[src/rtl/i2c_tgt_pkg.sv]
package i2c_tgt_pkg;
  localparam int N_SLOTS = 10;
  localparam int LO_W    = 7;
  localparam int AW      = 4;

  localparam logic [6:0] ADDR_GC  = 7'h00;
  localparam logic [6:0] ADDR_ARP = 7'h61;
  localparam logic [4:0] TEN_HDR  = 5'b11110;

  localparam logic [AW-1:0] REG_CTRL = AW'(N_SLOTS);
  localparam logic [AW-1:0] REG_MASK = AW'(N_SLOTS + 1);
  localparam logic [AW-1:0] REG_STAT = AW'(N_SLOTS + 2);
  localparam logic [AW-1:0] REG_VLO  = AW'(N_SLOTS + 3);
  localparam logic [AW-1:0] REG_VHI  = AW'(N_SLOTS + 4);

  typedef enum logic [1:0] {FE_IDLE, FE_ADDR, FE_ACK, FE_SKIP} fe_state_t;
endpackage

[src/rtl/i2c_tgt_sync.sv]
module i2c_tgt_sync #(
  parameter int STAGES = 2
) (
  input  logic clk,
  input  logic rst_n,
  input  logic scl_i,
  input  logic sda_i,
  output logic sda_s,
  output logic start_p,
  output logic stop_p,
  output logic scl_rise,
  output logic scl_fall
);
  localparam int W = STAGES + 1;

  logic [W-1:0] scl_sh, sda_sh;
  logic scl_now, scl_old, sda_old;

  always_ff @(posedge clk or negedge rst_n) begin
    if (!rst_n) begin
      scl_sh <= '1;
      sda_sh <= '1;
    end else begin
      scl_sh <= {scl_sh[W-2:0], scl_i};
      sda_sh <= {sda_sh[W-2:0], sda_i};
    end
  end

  assign scl_now  = scl_sh[W-2];
  assign scl_old  = scl_sh[W-1];
  assign sda_s    = sda_sh[W-2];
  assign sda_old  = sda_sh[W-1];
  assign scl_rise = scl_now & ~scl_old;
  assign scl_fall = ~scl_now & scl_old;
  // SDA moving while SCL stays high marks a bus condition
  assign start_p  = scl_now & scl_old & sda_old & ~sda_s;
  assign stop_p   = scl_now & scl_old & ~sda_old & sda_s;
endmodule

[src/rtl/i2c_tgt_cmp.sv]
module i2c_tgt_cmp
  import i2c_tgt_pkg::*;
(
  input  logic [N_SLOTS-1:0][7:0] slots,
  input  logic [6:0]              addr7,
  input  logic                    gc_en,
  input  logic                    arp_en,
  output logic [N_SLOTS-1:0]      slot_hit,
  output logic                    gc_hit,
  output logic                    arp_hit,
  output logic                    any_hit
);
  logic ten_hdr;
  assign ten_hdr = (addr7[6:2] == TEN_HDR);

  for (genvar i = 0; i < N_SLOTS; i++) begin : g_cmp
    assign slot_hit[i] = slots[i][7] && (slots[i][6:0] == addr7) && !ten_hdr;
  end

  assign gc_hit  = gc_en  && (addr7 == ADDR_GC);
  assign arp_hit = arp_en && (addr7 == ADDR_ARP);
  assign any_hit = (|slot_hit) | gc_hit | arp_hit;
endmodule

[src/rtl/i2c_tgt_fe.sv]
module i2c_tgt_fe
  import i2c_tgt_pkg::*;
(
  input  logic       clk,
  input  logic       rst_n,
  input  logic       start_p,
  input  logic       stop_p,
  input  logic       scl_rise,
  input  logic       scl_fall,
  input  logic       sda_s,
  input  logic       any_hit,
  output logic [7:0] addr_byte,
  output logic       sda_oe,
  output logic       ack_go,
  output logic       rstart_p,
  output logic       stop_evt_p
);
  fe_state_t  st_q, st_n;
  logic [3:0] cnt_q, cnt_n;
  logic [7:0] sh_q, sh_n;
  logic       oe_q, oe_n;
  logic       adr_q, adr_n;

  always_comb begin
    st_n = st_q; cnt_n = cnt_q; sh_n = sh_q; oe_n = oe_q; adr_n = adr_q;
    ack_go = 1'b0; rstart_p = 1'b0; stop_evt_p = 1'b0;
    if (start_p) begin
      rstart_p = adr_q;
      st_n = FE_ADDR; cnt_n = '0; oe_n = 1'b0;
    end else if (stop_p) begin
      stop_evt_p = adr_q;
      st_n = FE_IDLE; adr_n = 1'b0; oe_n = 1'b0;
    end else begin
      case (st_q)
        FE_ADDR: begin
          if (scl_rise && cnt_q < 4'd8) begin
            sh_n  = {sh_q[6:0], sda_s};
            cnt_n = cnt_q + 4'd1;
          end
          if (scl_fall && cnt_q == 4'd8) begin
            if (any_hit) begin
              st_n = FE_ACK; oe_n = 1'b1; ack_go = 1'b1; adr_n = 1'b1;
            end else begin
              st_n = FE_SKIP;
            end
          end
        end
        FE_ACK: if (scl_fall) begin
          oe_n = 1'b0; st_n = FE_SKIP;
        end
        default: ;
      endcase
    end
  end

  always_ff @(posedge clk or negedge rst_n) begin
    if (!rst_n) begin
      st_q <= FE_IDLE; cnt_q <= '0; sh_q <= '0; oe_q <= 1'b0; adr_q <= 1'b0;
    end else begin
      st_q <= st_n; cnt_q <= cnt_n; sh_q <= sh_n; oe_q <= oe_n; adr_q <= adr_n;
    end
  end

  assign addr_byte = sh_q;
  assign sda_oe    = oe_q;

  // an acknowledged byte is never a 10-bit header
  p_no_ten_bit_ack_r7: assert property (@(posedge clk) disable iff (!rst_n)
    $rose(oe_q) |-> (sh_q[7:3] != TEN_HDR));
  // a STOP ends the addressed transaction
  p_stop_ends_txn_r8: assert property (@(posedge clk) disable iff (!rst_n)
    stop_p |=> !adr_q);
  // acknowledge released at the end of the ninth pulse
  p_ack_released_r1: assert property (@(posedge clk) disable iff (!rst_n)
    (oe_q && scl_fall) |=> !oe_q);
endmodule

[src/rtl/i2c_tgt_addr_match.sv]
module i2c_tgt_addr_match
  import i2c_tgt_pkg::*;
#(
  parameter int SYNC_STAGES = 2
) (
  input  logic          clk,
  input  logic          rst_n,
  input  logic          scl_i,
  input  logic          sda_i,
  output logic          sda_oe,
  input  logic          reg_wr,
  input  logic [AW-1:0] reg_addr,
  input  logic [7:0]    reg_wdata,
  output logic [7:0]    reg_rdata,
  output logic          irq
);
  localparam int HI_W = N_SLOTS - LO_W;

  logic start_p, stop_p, scl_rise, scl_fall, sda_s;
  logic [7:0] slot_q [N_SLOTS];
  logic [N_SLOTS-1:0][7:0] slot_flat;
  logic [N_SLOTS-1:0] slot_hit, en_mask, vec_q, vec_n;
  logic gc_hit, arp_hit, any_hit;
  logic [7:0] addr_byte;
  logic ack_go, rstart_p, stop_evt_p;
  logic gc_en_q, arp_en_q;
  logic [2:0] mask_q, flg_q, flg_n, clr;
  logic dir_q, dir_n, gc_q, gc_n, arp_q, arp_n;

  i2c_tgt_sync #(.STAGES(SYNC_STAGES)) u_sync (
    .clk(clk), .rst_n(rst_n), .scl_i(scl_i), .sda_i(sda_i), .sda_s(sda_s),
    .start_p(start_p), .stop_p(stop_p), .scl_rise(scl_rise), .scl_fall(scl_fall));

  i2c_tgt_cmp u_cmp (
    .slots(slot_flat), .addr7(addr_byte[7:1]), .gc_en(gc_en_q), .arp_en(arp_en_q),
    .slot_hit(slot_hit), .gc_hit(gc_hit), .arp_hit(arp_hit), .any_hit(any_hit));

  i2c_tgt_fe u_fe (
    .clk(clk), .rst_n(rst_n), .start_p(start_p), .stop_p(stop_p),
    .scl_rise(scl_rise), .scl_fall(scl_fall), .sda_s(sda_s), .any_hit(any_hit),
    .addr_byte(addr_byte), .sda_oe(sda_oe), .ack_go(ack_go),
    .rstart_p(rstart_p), .stop_evt_p(stop_evt_p));

  // address slots, one write enable each
  for (genvar i = 0; i < N_SLOTS; i++) begin : g_slot
    logic we;
    assign we = reg_wr && (reg_addr == AW'(i));
    always_ff @(posedge clk or negedge rst_n) begin
      if (!rst_n)  slot_q[i] <= '0;
      else if (we) slot_q[i] <= reg_wdata;
    end
    assign slot_flat[i] = slot_q[i];
    assign en_mask[i]   = slot_q[i][7];
  end

  always_ff @(posedge clk or negedge rst_n) begin
    if (!rst_n) begin
      gc_en_q <= 1'b0; arp_en_q <= 1'b0; mask_q <= '0;
    end else if (reg_wr) begin
      if (reg_addr == REG_CTRL) begin
        gc_en_q <= reg_wdata[0]; arp_en_q <= reg_wdata[1];
      end
      if (reg_addr == REG_MASK) mask_q <= reg_wdata[2:0];
    end
  end

  // status next state: event set wins over a same-cycle clear
  always_comb begin
    clr   = (reg_wr && reg_addr == REG_STAT) ? reg_wdata[2:0] : 3'b000;
    flg_n = (flg_q & ~clr) | {rstart_p, stop_evt_p, ack_go};
    vec_n = vec_q; dir_n = dir_q; gc_n = gc_q; arp_n = arp_q;
    if (ack_go) begin
      vec_n = slot_hit; dir_n = addr_byte[0]; gc_n = gc_hit; arp_n = arp_hit;
    end
  end

  always_ff @(posedge clk or negedge rst_n) begin
    if (!rst_n) begin
      flg_q <= '0; vec_q <= '0; dir_q <= 1'b0; gc_q <= 1'b0; arp_q <= 1'b0;
    end else begin
      flg_q <= flg_n; vec_q <= vec_n; dir_q <= dir_n; gc_q <= gc_n; arp_q <= arp_n;
    end
  end

  assign irq = |(flg_q & mask_q);

  always_comb begin
    reg_rdata = '0;
    if (reg_addr < AW'(N_SLOTS)) reg_rdata = slot_q[reg_addr];
    else case (reg_addr)
      REG_CTRL: reg_rdata = {6'd0, arp_en_q, gc_en_q};
      REG_MASK: reg_rdata = {5'd0, mask_q};
      REG_STAT: reg_rdata = {2'd0, arp_q, gc_q, dir_q, flg_q};
      REG_VLO:  reg_rdata = {1'b0, vec_q[LO_W-1:0]};
      REG_VHI:  reg_rdata = {{(8-HI_W){1'b0}}, vec_q[N_SLOTS-1:LO_W]};
      default:  reg_rdata = '0;
    endcase
  end

  // the bus acknowledge and the match flag appear together
  p_ack_sets_match_r1: assert property (@(posedge clk) disable iff (!rst_n)
    $rose(sda_oe) |-> flg_q[0]);
  // captured bitmap only names slots that were enabled
  p_only_enabled_r2: assert property (@(posedge clk) disable iff (!rst_n)
    $rose(sda_oe) |-> ((vec_q & ~$past(en_mask)) == '0));
  // general call and ARP are different addresses
  p_gc_arp_excl_r4: assert property (@(posedge clk) disable iff (!rst_n)
    !(gc_q && arp_q));
endmodule

[config.mk]
export PLATFORM = sky130hd
export DESIGN_NAME = i2c_tgt_addr_match
export DESIGN_NICKNAME = d
export VERILOG_FILES = /design/src/rtl/i2c_tgt_pkg.sv /design/src/rtl/i2c_tgt_sync.sv /design/src/rtl/i2c_tgt_cmp.sv /design/src/rtl/i2c_tgt_fe.sv /design/src/rtl/i2c_tgt_addr_match.sv
export SDC_FILE = /design/constraint.sdc
export NUM_CORES = 1
export LEC_CHECK = 0
export BUFFER_PORTS_ARGS = -buffer_cell sky130_fd_sc_hd__buf_2
export CAP_MARGIN = 0
export CELL_PAD_IN_SITES_DETAIL_PLACEMENT = 2
export CELL_PAD_IN_SITES_GLOBAL_PLACEMENT = 2
export CORE_ASPECT_RATIO = 0.8
export CORE_UTILIZATION = 40
export DETAILED_ROUTE_END_ITERATION = 12
export PLACE_DENSITY_LB_ADDON = 0.1
export SYNTH_ARGS = -nofsm -noshare
export SYNTH_HDL_FRONTEND = slang
export SYNTH_HIERARCHICAL = 1
export SYNTH_SLANG_ARGS = --single-unit
[constraint.sdc]
create_clock -name clk -period 4.7 [get_ports clk]
set_input_delay 0.705 -clock clk [delete_from_list [all_inputs] [get_ports clk]]
set_output_delay 0.705 -clock clk [all_outputs]
set_load 0.01 [all_outputs]
* Yosys cells after proc, flatten, opt, wreduce, memory -nomap -nowiden *
Index checks and enable logic that the tools add are counted.

cells by class
  multiplexer cells = 32
  magnitude comparators = 3
  equality and inequality tests = 33
  add/subtract/negate cells = 1
  reductions and logical operators = 53
  bitwise logic cells = 20

operator list
  cell                                                  count
  equality test 7 bit                                   10
  logical AND 1 bit                                     35
  case mux 7 bit (5 select lines)                       1
  binary-select mux 8 bit (select 4 bit)                1
  equality test 4 bit (second input constant)           8
  2-to-1 mux 8 bit                                      3
  equality test 4 x 3 -> 1 bit (second input constant)  4
  2-to-1 mux 1 bit                                      16
  2-to-1 mux 4 bit                                      4
  AND reduction 4 bit                                   3
  nonzero test 2 bit                                    5
  OR reduction 10 bit                                   1
  equality test 4 x 2 -> 1 bit (second input constant)  2
  less-than comparator 4 bit (second input constant)    2
  2-to-1 mux 2 bit                                      4
  != test 4 x 3 -> 1 bit (second input constant)        2
  bitwise AND 1 bit                                     7
  equality test 7 bit (second input constant)           1
  zero test 7 bit                                       1
  bitwise AND 3 bit                                     2
  NOT 1 bit                                             6
  AND reduction 3 bit                                   2
  equality test 5 bit (second input constant)           1
  >= comparator 5 bit (second input constant)           1
  other kinds (18)                                      20

word-level totals
  flip-flop bits (word level) = 123
  input bits = 17
  output and inout bits = 10
  word-level logic and storage cells = 167

* Depth between registers and ports, before layout *
Gate-level depths: netlist (run 1).

  word-level depth = 12
  gate-level depth with buffers = 10
  mapped depth without buffers = 8

* Cells and area by module *
Netlist (run 1), hierarchy kept.

by module, submodules not included
  module              cells an instance  sequential area each (um^2)  times used  area each (um^2)
  i2c_tgt_addr_match  332                2527.4                       1           4798.4
  i2c_tgt_cmp         119                0.0                          1           928.4
  i2c_tgt_fe          67                 400.4                        1           812.0
  i2c_tgt_sync        10                 157.7                        1           190.2

* Worst setup path before layout (run 1) *
OpenSTA, ideal clock, no wires.

  kind = register to register
  start = reg u_fe.sh_q[2] (netlist: u_fe/addr_byte[2])
  end = reg vec_q[0]
  setup slack = 1951 ps
  clock period less this slack = 2749 ps
  cell stages (with the launch flop) = 10
  data required time = 4575 ps
  buffers on the path = 2
  arrival = 2624 ps
  setup time = 125 ps
  cell sequence = dfrtp_1 > buf_4 > or4_1 > a21oi_1 > nor4_1 > nand3_1 > nand2_1 > nor4_1 > clkbuf_1 > mux2_2

on the way
  longest elaborated chain between the ends = 11
  elaborated cells between the ends (all ways) = 42
  classes of those cells = eq/ne (11); mux (5); bitwise (2); reduce/logical (24)

ends and longest elaborated chain
  item                             line                      source
  from (decl)                      i2c_tgt_fe.sv:20          logic [7:0] sh_q, sh_n;
  from (signal assigned)           i2c_tgt_fe.sv:60          st_q <= st_n; cnt_q <= cnt_n; sh_q <= sh_n; oe_q <= oe_n; adr_q <= adr_n;
  equality test 7 bit              i2c_tgt_cmp.sv:17         assign slot_hit[i] = slots[i][7] && (slots[i][6:0] == addr7) && !ten_hdr;
  logical AND 1 bit (2 in series)  i2c_tgt_cmp.sv:17
  OR reduction 10 bit              i2c_tgt_cmp.sv:22         assign any_hit = (|slot_hit) | gc_hit | arp_hit;
  OR 1 bit                         i2c_tgt_cmp.sv:22
  OR 1 bit (*)                     i2c_tgt_cmp.sv:22
  named net any_hit                i2c_tgt_addr_match.sv:23  logic gc_hit, arp_hit, any_hit;
  2-to-1 mux 1 bit (*)             i2c_tgt_fe.sv:41          if (any_hit) begin
  2-to-1 mux 1 bit (*)             i2c_tgt_fe.sv:40          if (scl_fall && cnt_q == 4'd8) begin
  2-to-1 mux 1 bit (*)             i2c_tgt_fe.sv:34          case (st_q)
  2-to-1 mux 1 bit (*)             i2c_tgt_fe.sv:30          end else if (stop_p) begin
  2-to-1 mux 1 bit (*)             i2c_tgt_fe.sv:27          if (start_p) begin
  named net ack_go                 i2c_tgt_addr_match.sv:25  logic ack_go, rstart_p, stop_evt_p;
  to (signal assigned)             i2c_tgt_addr_match.sv:81  flg_q <= flg_n; vec_q <= vec_n; dir_q <= dir_n; gc_q <= gc_n; arp_q <= arp_n;
  to (decl)                        i2c_tgt_addr_match.sv:22  logic [N_SLOTS-1:0] slot_hit, en_mask, vec_q, vec_n;

Mark *: on every way through the listed nets, which the timed path passes. The rest lies on a longest branch.
A chain may end at the register's enable or synchronous reset.

* Worst setup path after layout (run 1) *
  start = in reg_addr[0]
  end = out reg_rdata[2]

on the way
  longest elaborated chain between the ends = 5
  elaborated cells between the ends (all ways) = 12
  classes of those cells = order compare (1); eq/ne (5); mux (5); bitwise (1)

ends and longest elaborated chain
  item                                                  line                      source
  from (decl)                                           i2c_tgt_addr_match.sv:12  input logic [AW-1:0] reg_addr,
  NOT 4 -> 5 bit (not written as such)                  i2c_tgt_addr_match.sv:89  if (reg_addr < AW'(N_SLOTS)) reg_rdata = slot_q[reg_addr];
  binary-select mux 8 bit (select 4 bit)                i2c_tgt_addr_match.sv:89
  2-to-1 mux 8 bit (not written as such) (2 in series)  i2c_tgt_addr_match.sv:89
  2-to-1 mux 8 bit (*)                                  i2c_tgt_addr_match.sv:89
  to (decl)                                             i2c_tgt_addr_match.sv:14  output logic [7:0] reg_rdata,

Every way passes the cells marked *; elsewhere a longest branch is shown, timed or not. The select of a mux whose other input is x is not followed.

==> results.md, run 1 <==
- Synthesized netlist net count: 549
- Syn Std Cell Area: 0.00673 sq mm
- Distinct cells, synth: 52
- Grt total ovfl: 0
- Path depth of the worst reg2reg path: 9
- Worst Setup SP: reg_addr[0]
- Critical Path RT: 3.99 ns
- Period utilisation layout: 0.706
- Pwr Total: 4.00 mW
- Worst-Skew Late Latency: 0.43 ns
- Root Driver: clkbuf_16
- Power per Cell Area: 528 mW/mm^2
- # diodes: 0
- Initial core utilization: 0.408
- Peak supply drop: 231 uV
- Worst setup endpoint: reg_rdata[2]
- Row cnt: 42
- DR iter-0 viols: 232
- TritonCTS clock tree: done
- GRT Overall Usage: 0.254
- H-tree depth: 4
- Max Clock Skew: 0.0102 ns
- Post-synth top area share: 0.435
- CP Class: input pin to primary output
- Core area: 0.0165 sq mm
- Syn_area_per_cell: 12.7 sq um
- CTS Hold Buffers Added: 0
- Post-synthesis compound-gate area fraction: 0.0420
- Final-stage net count: 566
- Antenna violations before repair: 0
- RSZ-0062 raised after global routing: no
- Residual DRC: 0
- Final setup violating endpoints: 0
- Area leader, netlist: dfrtp_1
- Routability cong.: 0.842
- FFs w/ async S/R, synth: 1.00
- Max Clock Freq: 0.302 GHz
- Routed len/inst: 26.0 microns
- Area contributors post-synth: dfrtp_1, mux2_2, xnor2_1, mux4_2, dfstp_2
- ANT nets after route: 0
- Hold Vio Cnt, Final: 0
- Post-synthesis register bit count: 123
- Slew Viols, Final: 0
- Total Neg Setup Slack: 0 ns
- Post-synthesis xor/xnor area fraction: 0.0911
- Yosys warning count: 6
- Critical Path End Type: primary output
- Die height: 118 microns
- 1st-pass router iterations: 4
- Clock-pin slew on the worst setup and hold paths: 0.06 ns
- Flop2flop setup slack: 1.58 ns
- Post-synth EDFFs: 0
- Worst Path Arrival: 2.61 ns
- Global-route wire length before repair: 31.8 mm
- Layout cells sized above 1: 0.384
- PortBufs: 26
- Top Ports: 27
- Outcome: completed
- Slew @ Worst Pin: 0.990 ns
- Slew headroom: 0.340
- Worst R2R Start: u_fe/addr_byte[3]
- Adder-Cell Fraction of Synth Area: 0.00744
- CP startpoint kind: input pin
- Largest family of logic cells by synthesized area: multiplexers
- Vias: 4448
- Tmin final: 3.32 ns
- Post-synth top flop: dfrtp_1
- Vias in the first global route: 4889
- Number of max-cap violations: 0
- Post_cts resized: 0
- Layout area overhead: 12.5%
- CTS buffer count: 17
- R2R Path End: vec_q[3]
- Mux share of post-synthesis cell area: 0.265
- Worst hold-check path type: register to register
- P_leak: 3.11 nW
- DP Wirelength: 14.4 mm
- DR vias/cell: 5.72
- Top fanout value on the critical path: 28
- # Post-CTS Setup Buffers: 0
- Horiz. Die Dim: 147 microns
- Post-synthesis simple-gate area fraction: 0.0995
- Syn Inst Count: 528
- Largest net degree at the start of global routing: 72
- Die area: 0.0173 sq mm
- Max clock buf depth: 2
- Sequential area share after synthesis: 0.459
- Num Clock Sinks: 123
- Detailed-route wire length: 20.2 mm
==> sequential cells by signal, indices dropped and copies added (netlist names) <==
name	cells
u_fe/cnt_q	4
gc_q	1
u_sync/scl_sh	3
gc_en_q	1
u_sync/sda_sh	3
en_mask	10
arp_q	1
arp_en_q	1
mask_q	3
u_fe/st_q	2
vec_q	10
u_fe/addr_byte	8
u_fe/sda_oe	1
u_fe/adr_q	1
dir_q	1
slot_flat	70
flg_q	3
==> synth_stat cells, types with 7 or more instances <==
| master | n |
|---|---|
| nand2b_1 | 7 |
| mux2i_1 | 12 |
| xnor2_1 | 70 |
| a21oi_1 | 8 |
| dfrtp_1 | 117 |
| nor2_1 | 15 |
| mux2_4 | 8 |
| mux2_2 | 108 |
| nand4_1 | 22 |
| buf_4 | 7 |
| o22ai_1 | 7 |
| nor3_1 | 14 |
| buf_6 | 7 |
| buf_2 | 7 |
| mux4_2 | 14 |
| inv_1 | 11 |
| nand2_1 | 9 |
==> report_power, final <==
| group | total, mW | switching [mW] | internal (mW) | leakage [nW] |
|---|---|---|---|---|
| Clock | 1.38 | 0.535 | 0.842 | 0.295 |
| Combinational | 1.02 | 0.482 | 0.539 | 1.27 |
| Sequential | 1.60 | 0.326 | 1.28 | 1.54 |
| Total | 4.00 | 1.34 | 2.66 | 3.11 |
==> critical path, cell delays in order <==
cell	delay, ns
buf_2	0.59
nand2b_1	0.54
o221ai_1	0.31
o21ai_0	0.14
o21ai_0	0.13
buf_2	0.18
==> per-layer routing <==
metal  vias up  global-route usage  wire length (microns)
met1      2364               0.387                  10400
li1       1966                   -                      -
met5         -                   0                      0
met4         0              0.0735                    252
met3        20              0.0535                    972
met2        98               0.359                   8630
==> worst min-delay path by stage <==
stage                     startpoint                to  cells past startpoint
detailed placement  u_sync/scl_sh[0]  u_sync/scl_sh[1]                      0
global route                   sda_i  u_sync/sda_sh[0]                      1
global placement    u_sync/scl_sh[0]  u_sync/scl_sh[1]                      0
floorplan           u_sync/scl_sh[0]  u_sync/scl_sh[1]                      0
finish              u_sync/scl_sh[0]  u_sync/scl_sh[1]                      0
CTS                            sda_i  u_sync/sda_sh[0]                      1
==> logic make-up (layout without fill, tap and decap cells) <==
logic type	count (synthesis)	after routing
multiplexers	143	143
flip-flops	123	123
AND/OR/NAND/NOR	106	106
XOR/XNOR	70	70
buffers and inverters	42	72
AO/OA/AOI/OAI	40	40
adder cells (fa/ha/maj)	4	4
==> final cells by class <==
cell class,instances,area [sq um]
Clock buffer,17,425
Clock inverter,15,185
Fill cell,1621,8930
Inverter,11,41.3
Multi-Input combinational cell,363,3400
Sequential cell,123,3090
Tap cell,220,275
Timing Repair Buffer,29,155
==> layout by cell type, fill, tap and decap left out, types with 7 or more instances in the layout <==
master	count
mux2_2	108
nor2_1	15
dfrtp_1	117
o22ai_1	7
nand4_1	22
inv_1	11
clkbuf_16	17
nand2_1	9
a21oi_1	8
xnor2_1	70
mux2_4	8
mux2i_1	12
mux4_2	14
nand2b_1	7
buf_2	25
nor3_1	14
==> metrics by stage <==
| step | util | hold WS, ns | instance area [sq um] | instances | setup WS, ns |
|---|---|---|---|---|---|
| floorplan | - | 0.345 | 6730 | 528 | 1.95 |
| global placement | 0.422 | 0.345 | 6960 | 746 | 1.42 |
| detailed placement | 0.422 | 0.347 | 6960 | 746 | 1.32 |
| CTS | 0.459 | 0.347 | 7570 | 778 | 1.29 |
| global route | 0.459 | 0.348 | 7570 | 778 | 1.18 |
| finish | 0.459 | 0.357 | 7570 | 778 | 1.38 |
(Power assumes the default switching activity.)
==> run 2, diff against run 1 <==
- clock period: 4.7 -> 2.95 ns (I/O delays scaled with it)
==> run 2 against run 1 <==
  * Worst hold slack worse by 0.30 ns
  * Count of clock-buffer cells in the layout up 2
  * Critical path depth up 4
  * Clock power up 60%
  * Design area up 2.4%
  * Worst setup slack worse by 1.3 ns
  * Combinational power up 73%
  * Register-to-register slack worse by 1.5 ns
==> results.md, run 2 (synthesis results as in run 1) <==
- Outcome: completed
- Peak supply drop: 319 uV
- Horiz. Die Dim: 147 microns
- Most common cell after layout, fill and taps aside: dfrtp_1
- Row cnt: 42
- CP Class: register to register
- DR vias/cell: 5.68
- Critical Path Slowest Stage Cell: dfrtp_1
- Die area: 0.0173 sq mm
- Max incr delay on CP: 0.50 ns
- Worst path buffer plus inverter count: 2
- Max Clock Freq: 0.351 GHz
- Worst hold-check path type: input pin to asynchronous set/reset pin
- Commonest cells after routing, fill and taps aside: dfrtp_1, mux2_2, xnor2_1
- CP Cell Sequence: buf_4, xnor2_1, nand4_1, nor3_1, nor4_1, nand3_1, nand2_1, nor4_2, buf_4, mux2_2
- Worst Path Arrival: 3.15 ns
- Global-route wire length before repair: 33.0 mm
- Top Ports: 27
- CP top delay family: simple AND/OR/NAND/NOR gates
- Final-stage net count: 581
- CTS Hold Buffers Added: 0
- Period utilisation layout: 0.965
- Vias in the first global route: 5043
- Num Clock Sinks: 123
- Max Clock Skew: 0.0101 ns
- Vias: 4508
- H-tree depth: 4
- # diodes: 0
- CP startpoint kind: register
- Detailed-route wire length: 21.1 mm
- Total Neg Setup Slack: 0 ns
- Layout area overhead: 15.3%
- DP Wirelength: 15.3 mm
- PortBufs: 26
- Antenna violations before repair: 0
- Layout cells sized above 1: 0.407
- Residual DRC: 0
- ANT nets after route: 0
- P_leak: 3.18 nW
- # Post-CTS Setup Buffers: 0
- Critical Path RT: 3.25 ns
- Cell mode on critical path: buf_4
- Initial core utilization: 0.408
- Root Driver: clkbuf_16
- Slew @ Worst Pin: 0.769 ns
- Core area: 0.0165 sq mm
- Tmin final: 2.85 ns
- DR iter-0 viols: 226
- Power per Cell Area: 835 mW/mm^2
- Placed Area: 0.00712 sq mm
- Routability cong.: 0.871
- Routed len/inst: 26.6 microns
- Top fanout value on the critical path: 14
- CTS buffer count: 17
- Slew headroom: 0.484
- RSZ-0062 raised after global routing: no
- 1st-pass router iterations: 4
- Final setup violating endpoints: 0
- Grt total ovfl: 0
- Worst-Skew Late Latency: 0.42 ns
- Max clock buf depth: 2
- Design area: 0.00776 sq mm
- Max FFs per register: 70
- Largest net degree at the start of global routing: 47
- Slew Viols, Final: 0
- Final design utilization: 0.470
- GRT Overall Usage: 0.262
- Pwr Total: 6.48 mW
- Critical Path End Type: register
- Clock-pin slew on the worst setup and hold paths: 0.06 ns
- TritonCTS clock tree: done
- Die height: 118 microns
- Number of max-cap violations: 0
- Hold Vio Cnt, Final: 0
- Post_cts resized: 0
==> run 2: final timing paths <==
kind	start	slack, ns	end	cells past startpoint
worst max-delay path	u_fe/addr_byte[6]	0.10	vec_q[2]	10
worst min-delay path	rst_n	0.05	slot_flat[0]	1
worst max register to register	u_fe/addr_byte[6]	0.10	vec_q[2]	10
worst min register to register	u_sync/sda_sh[0]	0.36	u_sync/sda_sh[1]	0
max in group asynchronous	rst_n	2.14	u_sync/scl_sh[1]	2
min in group clk	sda_i	0.12	u_sync/sda_sh[0]	1
==> run 2: worst reg2reg max path, stage by stage, from the launching register on <==
cell and delay (ns):
dfrtp_1 0.50, buf_4 0.23, xnor2_1 0.27, nand4_1 0.18, nor3_1 0.39, nor4_1 0.10, nand3_1 0.16, nand2_1 0.10
nor4_2 0.14, buf_4 0.28, mux2_2 0.38
==> run 2: through the flow <==
stage / setup WS [ns] / instances / hold WS (ns)
floorplan: 0.201 / 528 / 0.147
global placement: 0.121 / 761 / 0.346
detailed placement: 0.110 / 761 / 0.347
CTS: 0.0925 / 793 / 0.0594
global route: 0.0179 / 793 / 0.0824
finish: 0.102 / 793 / 0.0545
==> run 2: layout make-up <==
class,count,area (sq um)
Clock buffer,19,453
Clock inverter,13,166
Fill cell,1632,8740
Inverter,11,41.3
Multi-Input combinational cell,363,3410
Sequential cell,123,3090
Tap cell,220,275
Timing Repair Buffer,44,318
==> run 2: layer usage <==
layer | GRT usage | wire (microns)
met5 | 0 | 0
met4 | 0.0619 | 195
met3 | 0.0612 | 929
met2 | 0.375 | 9200
met1 | 0.398 | 10700
==> run 2: power by group <==
part | internal [mW] | switching [mW] | leakage [nW]
logic | 0.922 | 0.835 | 1.37
clock network | 1.38 | 0.835 | 0.284
registers | 2.04 | 0.469 | 1.53
total | 4.34 | 2.14 | 3.18
